<file path="src/rtl/lwu_pkg.sv">
package lwu_pkg;

  typedef enum logic [1:0] {
    ST_IDLE  = 2'd0,
    ST_ARMED = 2'd1,
    ST_TRIG  = 2'd2
  } watch_state_e;

  localparam int unsigned EVT_NMI    = 0;
  localparam int unsigned EVT_SMI    = 1;
  localparam int unsigned EVT_INIT   = 2;
  localparam int unsigned EVT_MCHK   = 3;
  localparam int unsigned EVT_FAULT  = 4;
  localparam int unsigned EVT_TLBCR  = 5;
  localparam int unsigned EVT_FCALL  = 6;
  localparam int unsigned EVT_COUNT  = 7;

  localparam logic [3:0] CFIELD_C0 = 4'hF;

  typedef struct packed {
    logic [3:0] cidx;
    logic [3:0] sub;
  } pwr_tgt_t;

endpackage

</file>
<file path="src/rtl/lwu_rst_sync.sv">
module lwu_rst_sync #(
  parameter int unsigned STAGES = 2
) (
  input  logic clk,
  input  logic rst_n,
  output logic rst_sync_n
);
  logic [STAGES-1:0] sync_q;

  always_ff @(posedge clk or negedge rst_n) begin
    if (!rst_n) sync_q <= '0;
    else        sync_q <= {sync_q[STAGES-2:0], 1'b1};
  end

  assign rst_sync_n = sync_q[STAGES-1];
endmodule

</file>
<file path="src/rtl/lwu_req_check.sv">
module lwu_req_check #(
  parameter int unsigned EXT_W = 32
) (
  input  logic             feat_en,
  input  logic             brk_cap,
  input  logic             busy,
  input  logic             arm_req,
  input  logic [EXT_W-1:0] arm_ext,
  input  logic             wait_req,
  input  logic [EXT_W-1:0] wait_ext,
  output logic             arm_ok,
  output logic             wait_ok,
  output logic             wait_brk,
  output logic             gp_raise,
  output logic             ud_raise
);
  logic arm_seen, wait_seen;
  logic arm_bad, wait_bad;

  always_comb begin
    arm_seen  = arm_req  & ~busy;
    wait_seen = wait_req & ~busy;
    arm_bad   = |arm_ext;
    wait_bad  = (|wait_ext[EXT_W-1:1]) | (wait_ext[0] & ~brk_cap);

    ud_raise  = (arm_seen | wait_seen) & ~feat_en;
    gp_raise  = feat_en & ((arm_seen & arm_bad) | (wait_seen & wait_bad));
    arm_ok    = feat_en & arm_seen  & ~arm_bad;
    wait_ok   = feat_en & wait_seen & ~wait_bad;
    wait_brk  = wait_ext[0];
  end
endmodule

</file>
<file path="src/rtl/lwu_wake_detect.sv">
module lwu_wake_detect #(
  parameter int unsigned ADDR_W     = 48,
  parameter int unsigned LINE_BYTES = 64,
  parameter int unsigned N_EVT      = 7
) (
  input  logic              cmp_valid,
  input  logic [ADDR_W-1:0] cmp_addr,
  input  logic              snp_vld,
  input  logic [ADDR_W-1:0] snp_addr,
  input  logic [N_EVT-1:0]  evt,
  input  logic              irq_pend,
  input  logic              irq_masked,
  input  logic              brk_en,
  output logic              wake
);
  localparam int unsigned OFS = (LINE_BYTES > 1) ? $clog2(LINE_BYTES) : 0;

  logic line_eq;

  generate
    if (OFS == 0) begin : g_byte
      assign line_eq = (cmp_addr == snp_addr);
    end else begin : g_line
      logic unused_ofs;
      assign line_eq    = (cmp_addr[ADDR_W-1:OFS] == snp_addr[ADDR_W-1:OFS]);
      assign unused_ofs = ^{cmp_addr[OFS-1:0], snp_addr[OFS-1:0]};
    end
  endgenerate

  logic snp_hit, evt_hit, irq_hit;

  always_comb begin
    snp_hit = snp_vld & cmp_valid & line_eq;
    evt_hit = |evt;
    irq_hit = irq_pend & (~irq_masked | brk_en);
    wake    = snp_hit | evt_hit | irq_hit;
  end
endmodule

</file>
<file path="src/rtl/lwu_hint_decode.sv">
module lwu_hint_decode
  import lwu_pkg::*;
(
  input  logic [7:0] hint_lo,
  output pwr_tgt_t   tgt
);
  logic [3:0] cfield;

  always_comb begin
    cfield   = hint_lo[7:4];
    tgt.sub  = hint_lo[3:0];
    tgt.cidx = (cfield == CFIELD_C0) ? 4'd0 : cfield + 4'd1;
  end
endmodule

</file>
<file path="src/rtl/lwu_fsm.sv">
module lwu_fsm
  import lwu_pkg::*;
#(
  parameter int unsigned ADDR_W = 48
) (
  input  logic              clk,
  input  logic              rst_n,
  input  logic              arm_ok,
  input  logic [ADDR_W-1:0] arm_addr,
  input  logic              wait_ok,
  input  logic              wait_brk,
  input  pwr_tgt_t          hint_tgt,
  input  logic              gp_raise,
  input  logic              ud_raise,
  input  logic              wake,
  output logic [ADDR_W-1:0] cmp_addr,
  output logic              cmp_valid,
  output logic              brk_en,
  output watch_state_e      state,
  output logic              stall,
  output logic              done,
  output logic              gp,
  output logic              ud,
  output pwr_tgt_t          pwr
);
  watch_state_e      state_q, state_d;
  logic [ADDR_W-1:0] mon_q;
  logic              stall_q, stall_d;
  logic              brk_q, brk_d;
  logic              done_q, done_d;
  logic              gp_q, ud_q;
  pwr_tgt_t          pwr_q, pwr_d;
  logic              mon_en, pwr_en;

  always_comb begin
    cmp_addr  = arm_ok ? arm_addr : mon_q;
    cmp_valid = arm_ok | (state_q == ST_ARMED);
    brk_en    = stall_q & brk_q;
  end

  always_comb begin
    state_d = state_q;
    stall_d = stall_q;
    brk_d   = brk_q;
    pwr_d   = pwr_q;
    done_d  = 1'b0;
    mon_en  = arm_ok;
    pwr_en  = 1'b0;
    if (stall_q) begin
      if (wake) begin
        stall_d = 1'b0;
        brk_d   = 1'b0;
        state_d = ST_IDLE;
        done_d  = 1'b1;
        pwr_d   = '0;
        pwr_en  = 1'b1;
      end
    end else if (arm_ok) begin
      state_d = wake ? ST_TRIG : ST_ARMED;
    end else if (wait_ok) begin
      if ((state_q == ST_ARMED) && !wake) begin
        stall_d = 1'b1;
        brk_d   = wait_brk;
        pwr_d   = hint_tgt;
        pwr_en  = 1'b1;
      end else begin
        state_d = ST_IDLE;
        done_d  = 1'b1;
      end
    end else if ((state_q == ST_ARMED) && wake) begin
      state_d = ST_TRIG;
    end
  end

  always_ff @(posedge clk or negedge rst_n) begin
    if (!rst_n) begin
      state_q <= ST_IDLE;
      stall_q <= 1'b0;
      brk_q   <= 1'b0;
      done_q  <= 1'b0;
      gp_q    <= 1'b0;
      ud_q    <= 1'b0;
    end else begin
      state_q <= state_d;
      stall_q <= stall_d;
      brk_q   <= brk_d;
      done_q  <= done_d;
      gp_q    <= gp_raise;
      ud_q    <= ud_raise;
    end
  end

  always_ff @(posedge clk or negedge rst_n) begin
    if (!rst_n)      pwr_q <= '0;
    else if (pwr_en) pwr_q <= pwr_d;
  end

  always_ff @(posedge clk or negedge rst_n) begin
    if (!rst_n)      mon_q <= '0;
    else if (mon_en) mon_q <= arm_addr;
  end

  assign state = state_q;
  assign stall = stall_q;
  assign done  = done_q;
  assign gp    = gp_q;
  assign ud    = ud_q;
  assign pwr   = pwr_q;
endmodule

</file>
<file path="src/rtl/line_watch_unit.sv">
module line_watch_unit
  import lwu_pkg::*;
#(
  parameter int unsigned ADDR_W     = 48,
  parameter int unsigned LINE_BYTES = 64,
  parameter int unsigned EXT_W      = 32,
  parameter int unsigned HINT_W     = 32,
  parameter int unsigned N_EVT      = EVT_COUNT
) (
  input  logic              clk,
  input  logic              rst_n,
  input  logic              feat_en,
  input  logic              brk_cap,
  input  logic              arm_req,
  input  logic [ADDR_W-1:0] arm_addr,
  input  logic [EXT_W-1:0]  arm_ext,
  input  logic              wait_req,
  input  logic [EXT_W-1:0]  wait_ext,
  input  logic [HINT_W-1:0] wait_hint,
  input  logic              snp_wr_vld,
  input  logic [ADDR_W-1:0] snp_wr_addr,
  input  logic [N_EVT-1:0]  wake_evt,
  input  logic              irq_pend,
  input  logic              irq_masked,
  output logic              stall,
  output logic              wait_done,
  output logic              fault_gp,
  output logic              fault_ud,
  output logic [3:0]        pwr_cidx,
  output logic [3:0]        pwr_sub
);
  logic              rst_sync_n;
  logic              arm_ok, wait_ok, wait_brk, gp_raise, ud_raise;
  logic              wake, brk_en, cmp_valid;
  logic [ADDR_W-1:0] cmp_addr;
  pwr_tgt_t          hint_tgt, pwr;
  watch_state_e      arm_state;
  logic              unused_hint;

  assign unused_hint = ^wait_hint[HINT_W-1:8];

  lwu_rst_sync #(.STAGES(2)) u_rst (
    .clk(clk), .rst_n(rst_n), .rst_sync_n(rst_sync_n)
  );

  lwu_req_check #(.EXT_W(EXT_W)) u_req (
    .feat_en(feat_en), .brk_cap(brk_cap), .busy(stall),
    .arm_req(arm_req), .arm_ext(arm_ext),
    .wait_req(wait_req), .wait_ext(wait_ext),
    .arm_ok(arm_ok), .wait_ok(wait_ok), .wait_brk(wait_brk),
    .gp_raise(gp_raise), .ud_raise(ud_raise)
  );

  lwu_wake_detect #(.ADDR_W(ADDR_W), .LINE_BYTES(LINE_BYTES), .N_EVT(N_EVT)) u_wake (
    .cmp_valid(cmp_valid), .cmp_addr(cmp_addr),
    .snp_vld(snp_wr_vld), .snp_addr(snp_wr_addr),
    .evt(wake_evt), .irq_pend(irq_pend), .irq_masked(irq_masked),
    .brk_en(brk_en), .wake(wake)
  );

  lwu_hint_decode u_hint (
    .hint_lo(wait_hint[7:0]), .tgt(hint_tgt)
  );

  lwu_fsm #(.ADDR_W(ADDR_W)) u_fsm (
    .clk(clk), .rst_n(rst_sync_n),
    .arm_ok(arm_ok), .arm_addr(arm_addr),
    .wait_ok(wait_ok), .wait_brk(wait_brk), .hint_tgt(hint_tgt),
    .gp_raise(gp_raise), .ud_raise(ud_raise), .wake(wake),
    .cmp_addr(cmp_addr), .cmp_valid(cmp_valid), .brk_en(brk_en),
    .state(arm_state), .stall(stall), .done(wait_done),
    .gp(fault_gp), .ud(fault_ud), .pwr(pwr)
  );

  assign pwr_cidx = pwr.cidx;
  assign pwr_sub  = pwr.sub;
endmodule

</file>
<file path="config.mk">
export PLATFORM = sky130hd
export DESIGN_NAME = line_watch_unit
export DESIGN_NICKNAME = d
export VERILOG_FILES = /design/src/rtl/lwu_pkg.sv /design/src/rtl/lwu_rst_sync.sv /design/src/rtl/lwu_req_check.sv /design/src/rtl/lwu_wake_detect.sv /design/src/rtl/lwu_hint_decode.sv /design/src/rtl/lwu_fsm.sv /design/src/rtl/line_watch_unit.sv
export SDC_FILE = /design/constraint.sdc
export NUM_CORES = 1
export LEC_CHECK = 0
export BUFFER_PORTS_ARGS = -buffer_cell sky130_fd_sc_hd__buf_2
export CORE_MARGIN = 1
export CORE_UTILIZATION = 25
export CTS_BUF_LIST = sky130_fd_sc_hd__clkbuf_8
export DETAILED_ROUTE_END_ITERATION = 12
export GPL_TIMING_DRIVEN = 0
export HOLD_SLACK_MARGIN = 0.1
export PLACE_DENSITY = 0.5
export SLEW_MARGIN = 0
export SYNTH_ARGS = -nofsm -noshare
export SYNTH_HDL_FRONTEND = slang
export SYNTH_SLANG_ARGS = --single-unit
</file>
<file path="constraint.sdc">
create_clock -name clk -period 3.9 [get_ports clk]
set_clock_uncertainty 0.2 [all_clocks]
set_input_delay 0.585 -clock clk [delete_from_list [all_inputs] [get_ports clk]]
set_output_delay 0.585 -clock clk [all_outputs]
set_load 0.02 [all_outputs]
</file>
# Yosys cells after proc, flatten, opt, wreduce, memory -nomap -nowiden
# Index checks and enable logic that the tools add are counted.
# W data, S select, Z words.
dict set report op_classes {
  mux 30
  mul 0
  addsub 1
  n_eq_ne 6
  n_bitwise 28
  n_lt_le_gt_ge 0
  div_mod_pow 0
  reduce_logical 12
  shift 0
}
# operator count
set op_table {}
lappend op_table {{$mux W48} 1}
lappend op_table {{$eq A42 B42 Y1} 1}
lappend op_table {{$mux W8} 5}
lappend op_table {{$reduce_or A32 Y1} 1}
lappend op_table {{$reduce_or A31 Y1} 1}
lappend op_table {{$mux W1} 16}
lappend op_table {{$and A1 B1 Y1} 15}
lappend op_table {{$mux W2} 7}
lappend op_table {{$or A1 B1 Y1} 7}
lappend op_table {{$reduce_or A7 Y1} 1}
lappend op_table {{$not A1 Y1} 6}
lappend op_table {{$reduce_and A5 Y1} 1}
lappend op_table {{$add A4 B1 Y4 const B} 1}
lappend op_table {{$eq A4 B4 Y1 const B} 1}
lappend op_table {{$mux W4} 1}
lappend op_table {{$ne A4 B3 Y1 const B} 1}
lappend op_table {{$reduce_and A4 Y1} 1}
lappend op_table {{$reduce_bool A2 Y1} 2}
lappend op_table {{$reduce_bool A4 Y1} 1}
lappend op_table {{$reduce_and A3 Y1} 1}
lappend op_table {{$eq A2 B1 Y1 const B} 1}
lappend op_table {{$logic_and A1 B1 Y1} 2}
lappend op_table {{$ne A2 B1 Y1 const B} 1}
lappend op_table {{$ne A2 B2 Y1 const B} 1}
lappend op_table {{$logic_not A1 Y1} 1}
dict set report totals {
  mem_bits_rw 0
  elab_cells 88
  memories 0
  latch_bits 0
  inputBits 208
  regBits 65
  rom_bits 0
}

# Longest topological paths before layout
dict set report logic_depth {
  ltp_word 16
  mapped_depth 12
  ltp_nobuf 9
}

# Modules after synthesis
# A second synthesis with hierarchy kept.
dict set report unflattened {
  cells_unflattened 282
  area_unflattened_um2 3338.2
}
# module instances seq_area_each_um2 area_per_inst_um2 cells_per_inst
set by_module_without_submodules {}
lappend by_module_without_submodules {lwu_fsm 1 1576.5 2442.3 167}
lappend by_module_without_submodules {lwu_wake_detect 1 0.0 525.5 67}
lappend by_module_without_submodules {lwu_req_check 1 0.0 222.7 33}
lappend by_module_without_submodules {lwu_hint_decode 1 0.0 93.8 12}
lappend by_module_without_submodules {lwu_rst_sync 1 50.0 53.8 3}

# Least setup slack after synthesis
# No wires, ideal clock.
dict set report synth_timing {
  path_kind {input port to flip-flop}
  startpoint {in arm_ext[30]}
  endpoint {reg u_fsm.pwr_q, in the netlist u_fsm.pwr[4]}
  arrival_ns 3.222
  t_required_ns 3.574
  n_path_buf 1
  slack_ns 0.352
  cell_stages 10
  path_cell_list {nor4_2 > nand4_2 > nor3_4 > mux2_2 > xor2_1 > or4_4 > nor4_4 > buf_4 > nand4b_1 > nand3_1}
}
dict set report synth_via {
  elab_chain_len 15
  word_cells_on_any_way 21
}
# item line_no
set synth_rtl {}
lappend synth_rtl {{start: declaration} line_watch_unit.sv:16} ;# input logic [EXT_W-1:0] arm_ext,
lappend synth_rtl {{$reduce_or A32 Y1 *} lwu_req_check.sv:23} ;# arm_bad = |arm_ext;
lappend synth_rtl {{$not A1 Y1 *} lwu_req_check.sv:28} ;# arm_ok = feat_en & arm_seen & ~arm_bad;
lappend synth_rtl {{$and A1 B1 Y1 *} lwu_req_check.sv:28}
lappend synth_rtl {{$mux W48 *} n/a}
lappend synth_rtl {{named net cmp_addr[10]} line_watch_unit.sv:35} ;# logic [ADDR_W-1:0] cmp_addr;
lappend synth_rtl {{$eq A42 B42 Y1 *} lwu_wake_detect.sv:25} ;# assign line_eq = (cmp_addr[ADDR_W-1:OFS] == snp_addr[ADDR_W-1:OFS]);
lappend synth_rtl {{$and A1 B1 Y1 *} lwu_wake_detect.sv:33} ;# snp_hit = snp_vld & cmp_valid & line_eq;
lappend synth_rtl {{$or A1 B1 Y1 * (2 in a row)} lwu_wake_detect.sv:36} ;# wake = snp_hit | evt_hit | irq_hit;
lappend synth_rtl {{$logic_not A1 Y1} lwu_fsm.sv:61} ;# if ((state_q == ST_ARMED) && !wake) begin
lappend synth_rtl {{$logic_and A1 B1 Y1} lwu_fsm.sv:61}
lappend synth_rtl {{$mux W1} lwu_fsm.sv:61}
lappend synth_rtl {{$mux W1} lwu_fsm.sv:60} ;# end else if (wait_ok) begin
lappend synth_rtl {{$mux W1} lwu_fsm.sv:58} ;# end else if (arm_ok) begin
lappend synth_rtl {{$mux W1} lwu_fsm.sv:49} ;# if (stall_q) begin
lappend synth_rtl {{$reduce_and A5 Y1 (no source line) *} n/a}
lappend synth_rtl {{end signal: assignment} lwu_fsm.sv:95} ;# else if (pwr_en) pwr_q <= pwr_d;
lappend synth_rtl {{end: declaration} lwu_fsm.sv:32} ;# pwr_tgt_t pwr_q, pwr_d;
# Mark *: on every way through the listed nets, which the timed path passes. The rest lies on a longest branch.
# A chain may end at the register's enable or synchronous reset.

# Final worst setup path
dict set report layout_timing {
  startpoint {in arm_ext[14]}
  endpoint {reg u_fsm.pwr_q, in the netlist u_fsm.pwr[4]}
}
# Same word-level chain as after synthesis.

==> impl_metrics.sql <==
INSERT INTO impl_metrics (metric_group, metric, value, unit) VALUES
('run_status', 'outcome', 'finished, final reports clean', ''),
('global_routing', 'gr-usage-all-layers', '19.2', '%'),
('synth', 'synth_seq_area_share', '37.0', '%'),
('clock_tree', 'cts_tree', 'built', ''),
('sta', 'drv_slew', '0', ''),
('worst_hold_path', 'worst_hold_path_type', 'reg2reg', ''),
('global_routing', 'overflow', '0', ''),
('sta', 'finalHoldViolCount', '0', ''),
('placement', 'placed_cell_areas', '0.00517', 'sq mm'),
('power_and_ir_drop', 'worst_ir_drop_vdd', '150', 'uV'),
('finish', 'finalCoreUtilization', '36.0', '%'),
('synth', 'yosys.area.top_type', 'sky130_fd_sc_hd__dfrtp_1', ''),
('sta', 'report.final.setup_viol', '0', ''),
('clock_tree', 'clkTransAtPathRegs', '70', 'ps'),
('setup_path', 'slowest_stage', 'sky130_fd_sc_hd__nor4_4', ''),
('detailed_routing', 'routed_wire_length_per_instance', '17.3', 'um'),
('sta', 'achievable-frequency', '265', 'MHz'),
('setup_path', 'crit_path_max_incr_delay', '430', 'ps'),
('clock_tree', 'worst_skew_pair.late_latency', '360', 'ps'),
('finish', 'most_frequent_standard_cell_in_the_layout_excluding_fill_and_tap_cells', 'sky130_fd_sc_hd__buf_2', ''),
('setup_path', 'setup.worst_path.class', 'in2reg', ''),
('sta', 'fin_worst_hold_slack', '151', 'ps'),
('job', 'drv.max_cap_violation_count', '0', ''),
('sta', 'slew_headroom', '45.5', '%'),
('clock_tree', 'numCtsBuffers', '9', ''),
('setup_path', 'required', '3940', 'ps'),
('setup_path', 'worstPathMaxFanout', '10', ''),
('synth', 'synth.ff_latch_count', '59', ''),
('setup_path', 'worst_setup_slack_for_register_to_register_paths', '200', 'ps'),
('sta', 'unrepaired_setup_endpoints_after_global_routing', 'no', ''),
('setup_path', 'worst_setup_path_startpoint', 'arm_ext[14]', ''),
('detailed_routing', 'drt_iter0_markers', '323', ''),
('detailed_routing', 'post-route-drc-count', '0', ''),
('synth', 'synth_enable_flop_cells', '0', ''),
('clock_tree', 'htree_num_levels', '3', ''),
('setup_path', 'critPathLaunchType', 'primary input', ''),
('detailed_routing', 'detailroute.via_count', '4419', ''),
('placement', 'globalplace.congestion', '0.874', ''),
('synth', 'avgSynthCellArea', '8.50', 'sq um'),
('detailed_routing', 'detail_route.wirelength', '15300', 'um'),
('clock_tree', 'cts.root.buffer_cell', 'sky130_fd_sc_hd__clkbuf_8', ''),
('floorplan', 'floorplan.die.height', '128', 'um'),
('sta', 'tightestPinTransition', '817', 'ps'),
('global_routing', 'grt_antenna_before_repair', '0', ''),
('clock_tree', 'cts-root-to-sink-buffers', '2', ''),
('power_and_ir_drop', 'p_leak', '2.81', 'nW'),
('synth', 'syn_nets', '678', ''),
('finish', 'insertedDiodeCount', '0', ''),
('floorplan', 'die_w', '128', 'um'),
('setup_path', 'worst_ep_arrival', '3820', 'ps'),
('floorplan', 'ioPinCount', '220', ''),
('synth', 'synthesis.yosys.warnings', '0', ''),
('power_and_ir_drop', 'power.density_cell_area', '269', 'mW/mm^2'),
('synth', 'async_flop_share', '100', '%'),
('detailed_routing', 'drt_pass1_iterations', '4', ''),
('floorplan', 'design.core.area', '0.0154', 'sq mm'),
('global_routing', 'first_global_vias', '4522', ''),
('detailed_routing', 'vias_per_cell', '4.98', ''),
('global_routing', 'grt_first_pass_wirelength', '23500', 'um'),
('synth', 'synthesis.instances', '469', ''),
('synth', 'netlist_top_cells_area', 'sky130_fd_sc_hd__dfrtp_1, sky130_fd_sc_hd__nand2_1, sky130_fd_sc_hd__nor2b_1', ''),
('setup_path', 'path_common_cell', 'sky130_fd_sc_hd__buf_4', ''),
('setup_path', 'worst_r2r_end', 'u_fsm.pwr[4]$_DFFE_PN0P_', ''),
('global_routing', 'grt_max_degree', '58', ''),
('finish', 'fin_area', '0.00553', 'sq mm'),
('finish', 'layout.cells.most_common_list', 'sky130_fd_sc_hd__buf_2, sky130_fd_sc_hd__nand2_1, sky130_fd_sc_hd__dfrtp_1', ''),
('sta', 'min_period', '3780', 'ps'),
('setup_path', 'r2r.worst_path.cells', '12', ''),
('setup_path', 'timing.critical_path.to_type', 'flop', ''),
('synth', 'mappedNetlistArea', '0.00399', 'sq mm'),
('setup_path', 'r2r_start', 'u_fsm.stall$_DFF_PN0_', '');
[flip-flops by register name, indices dropped and copies added (netlist names)]
signal and flops:
u_fsm.gp 1, u_fsm.pwr 8, u_fsm.done 1, u_rst.sync_q 2, u_fsm.brk_q 1, u_fsm.mon_q 42, u_fsm.stall 1, u_fsm.state 2
u_fsm.ud 1
[final cells by class]
type / count / area [sq um]
Buffer: 23 / 128
Clock buffer: 10 / 138
Clock inverter: 6 / 88.8
Sequential cell: 59 / 1480
Timing Repair Buffer: 191 / 978
Tap cell: 211 / 264
Inverter: 38 / 143
Fill cell: 1621 / 9840
Multi-Input combinational cell: 349 / 2310
[worst max-delay path: cells and delay by family]
kind,cells,cell delay (ps)
simple gates,7,1800
compound gates,1,390
buf+inv,4,690
mux,1,350
[synth_stat cells (all sizes together), types with 7 or more instances]
master / count
nand4: 21
xnor2: 8
nor2b: 26
o22ai: 8
and2: 7
inv: 38
nor4: 23
clkbuf: 12
o31ai: 11
nand2b: 17
a21oi: 15
mux2: 7
a2111oi: 10
buf: 11
a21o: 10
nand3: 23
nor2: 8
xor2: 7
o21ai: 28
dfrtp: 59
nand2: 64
[where the power goes]
group          leakage [nW]  switching (mW)  internal (mW)
combinational          1.91          0.0985         0.0971
sequential            0.790          0.0126          0.614
clock                 0.108           0.288          0.377
total                  2.81           0.399           1.09
[stage by stage]
stage	worst slack [ps]	TNS [ps]	power (mW)	instances
2_1_floorplan	352	0	0.693	469
3_3_place_gp	-705	-8180	0.826	863
3_5_place_dp	-712	-8340	0.828	863
4_1_cts	13.7	0	1.51	883
5_1_grt	4.90	0	1.56	887
6_report	125	0	1.49	887
[metal layers]
layer	wire length (um)	share of wire (%)	global-route usage, %
met3	1110	7.3	4.09
met2	7260	47	32.3
met1	6720	44	24.2
met5	0	0	0
met4	216	1.4	6.64
[cells by family (layout without fill, tap and decap cells)]
group	after synthesis	count (layout)	synth area share, %
mux	11	11	2.98
xor+xnor	15	15	3.29
compound gates	114	114	19.9
simple gates	207	207	29.8
flops	59	59	37.0
buf+inv	61	268	6.62
fa+ha+maj	1	1	0.314
other cells	1	1	0.0940
[worst min-delay path by stage]
stage                                      to                 startpoint  slack (ps)  cells after the start
detailed placement  u_rst.sync_q[1]$_DFF_PN0_  u_rst.sync_q[0]$_DFF_PN0_         140                      0
floorplan           u_rst.sync_q[0]$_DFF_PN0_                      rst_n          90                      0
CTS                 u_rst.sync_q[1]$_DFF_PN0_  u_rst.sync_q[0]$_DFF_PN0_         150                      0
global route        u_rst.sync_q[1]$_DFF_PN0_  u_rst.sync_q[0]$_DFF_PN0_         160                      0
finish              u_rst.sync_q[1]$_DFF_PN0_  u_rst.sync_q[0]$_DFF_PN0_         150                      0
global placement    u_rst.sync_q[1]$_DFF_PN0_  u_rst.sync_q[0]$_DFF_PN0_         140                      0
[timing repair]
item	4_1_cts	5_1_grt
endpoints found under the hold margin	2	0
setup endpoints to repair	13	12
hold buffers	1	0
gates resized for setup	6	17
setup buffers	3	4
pin swaps	1	2
No activity file was read; power rests on OpenSTA's default activity.
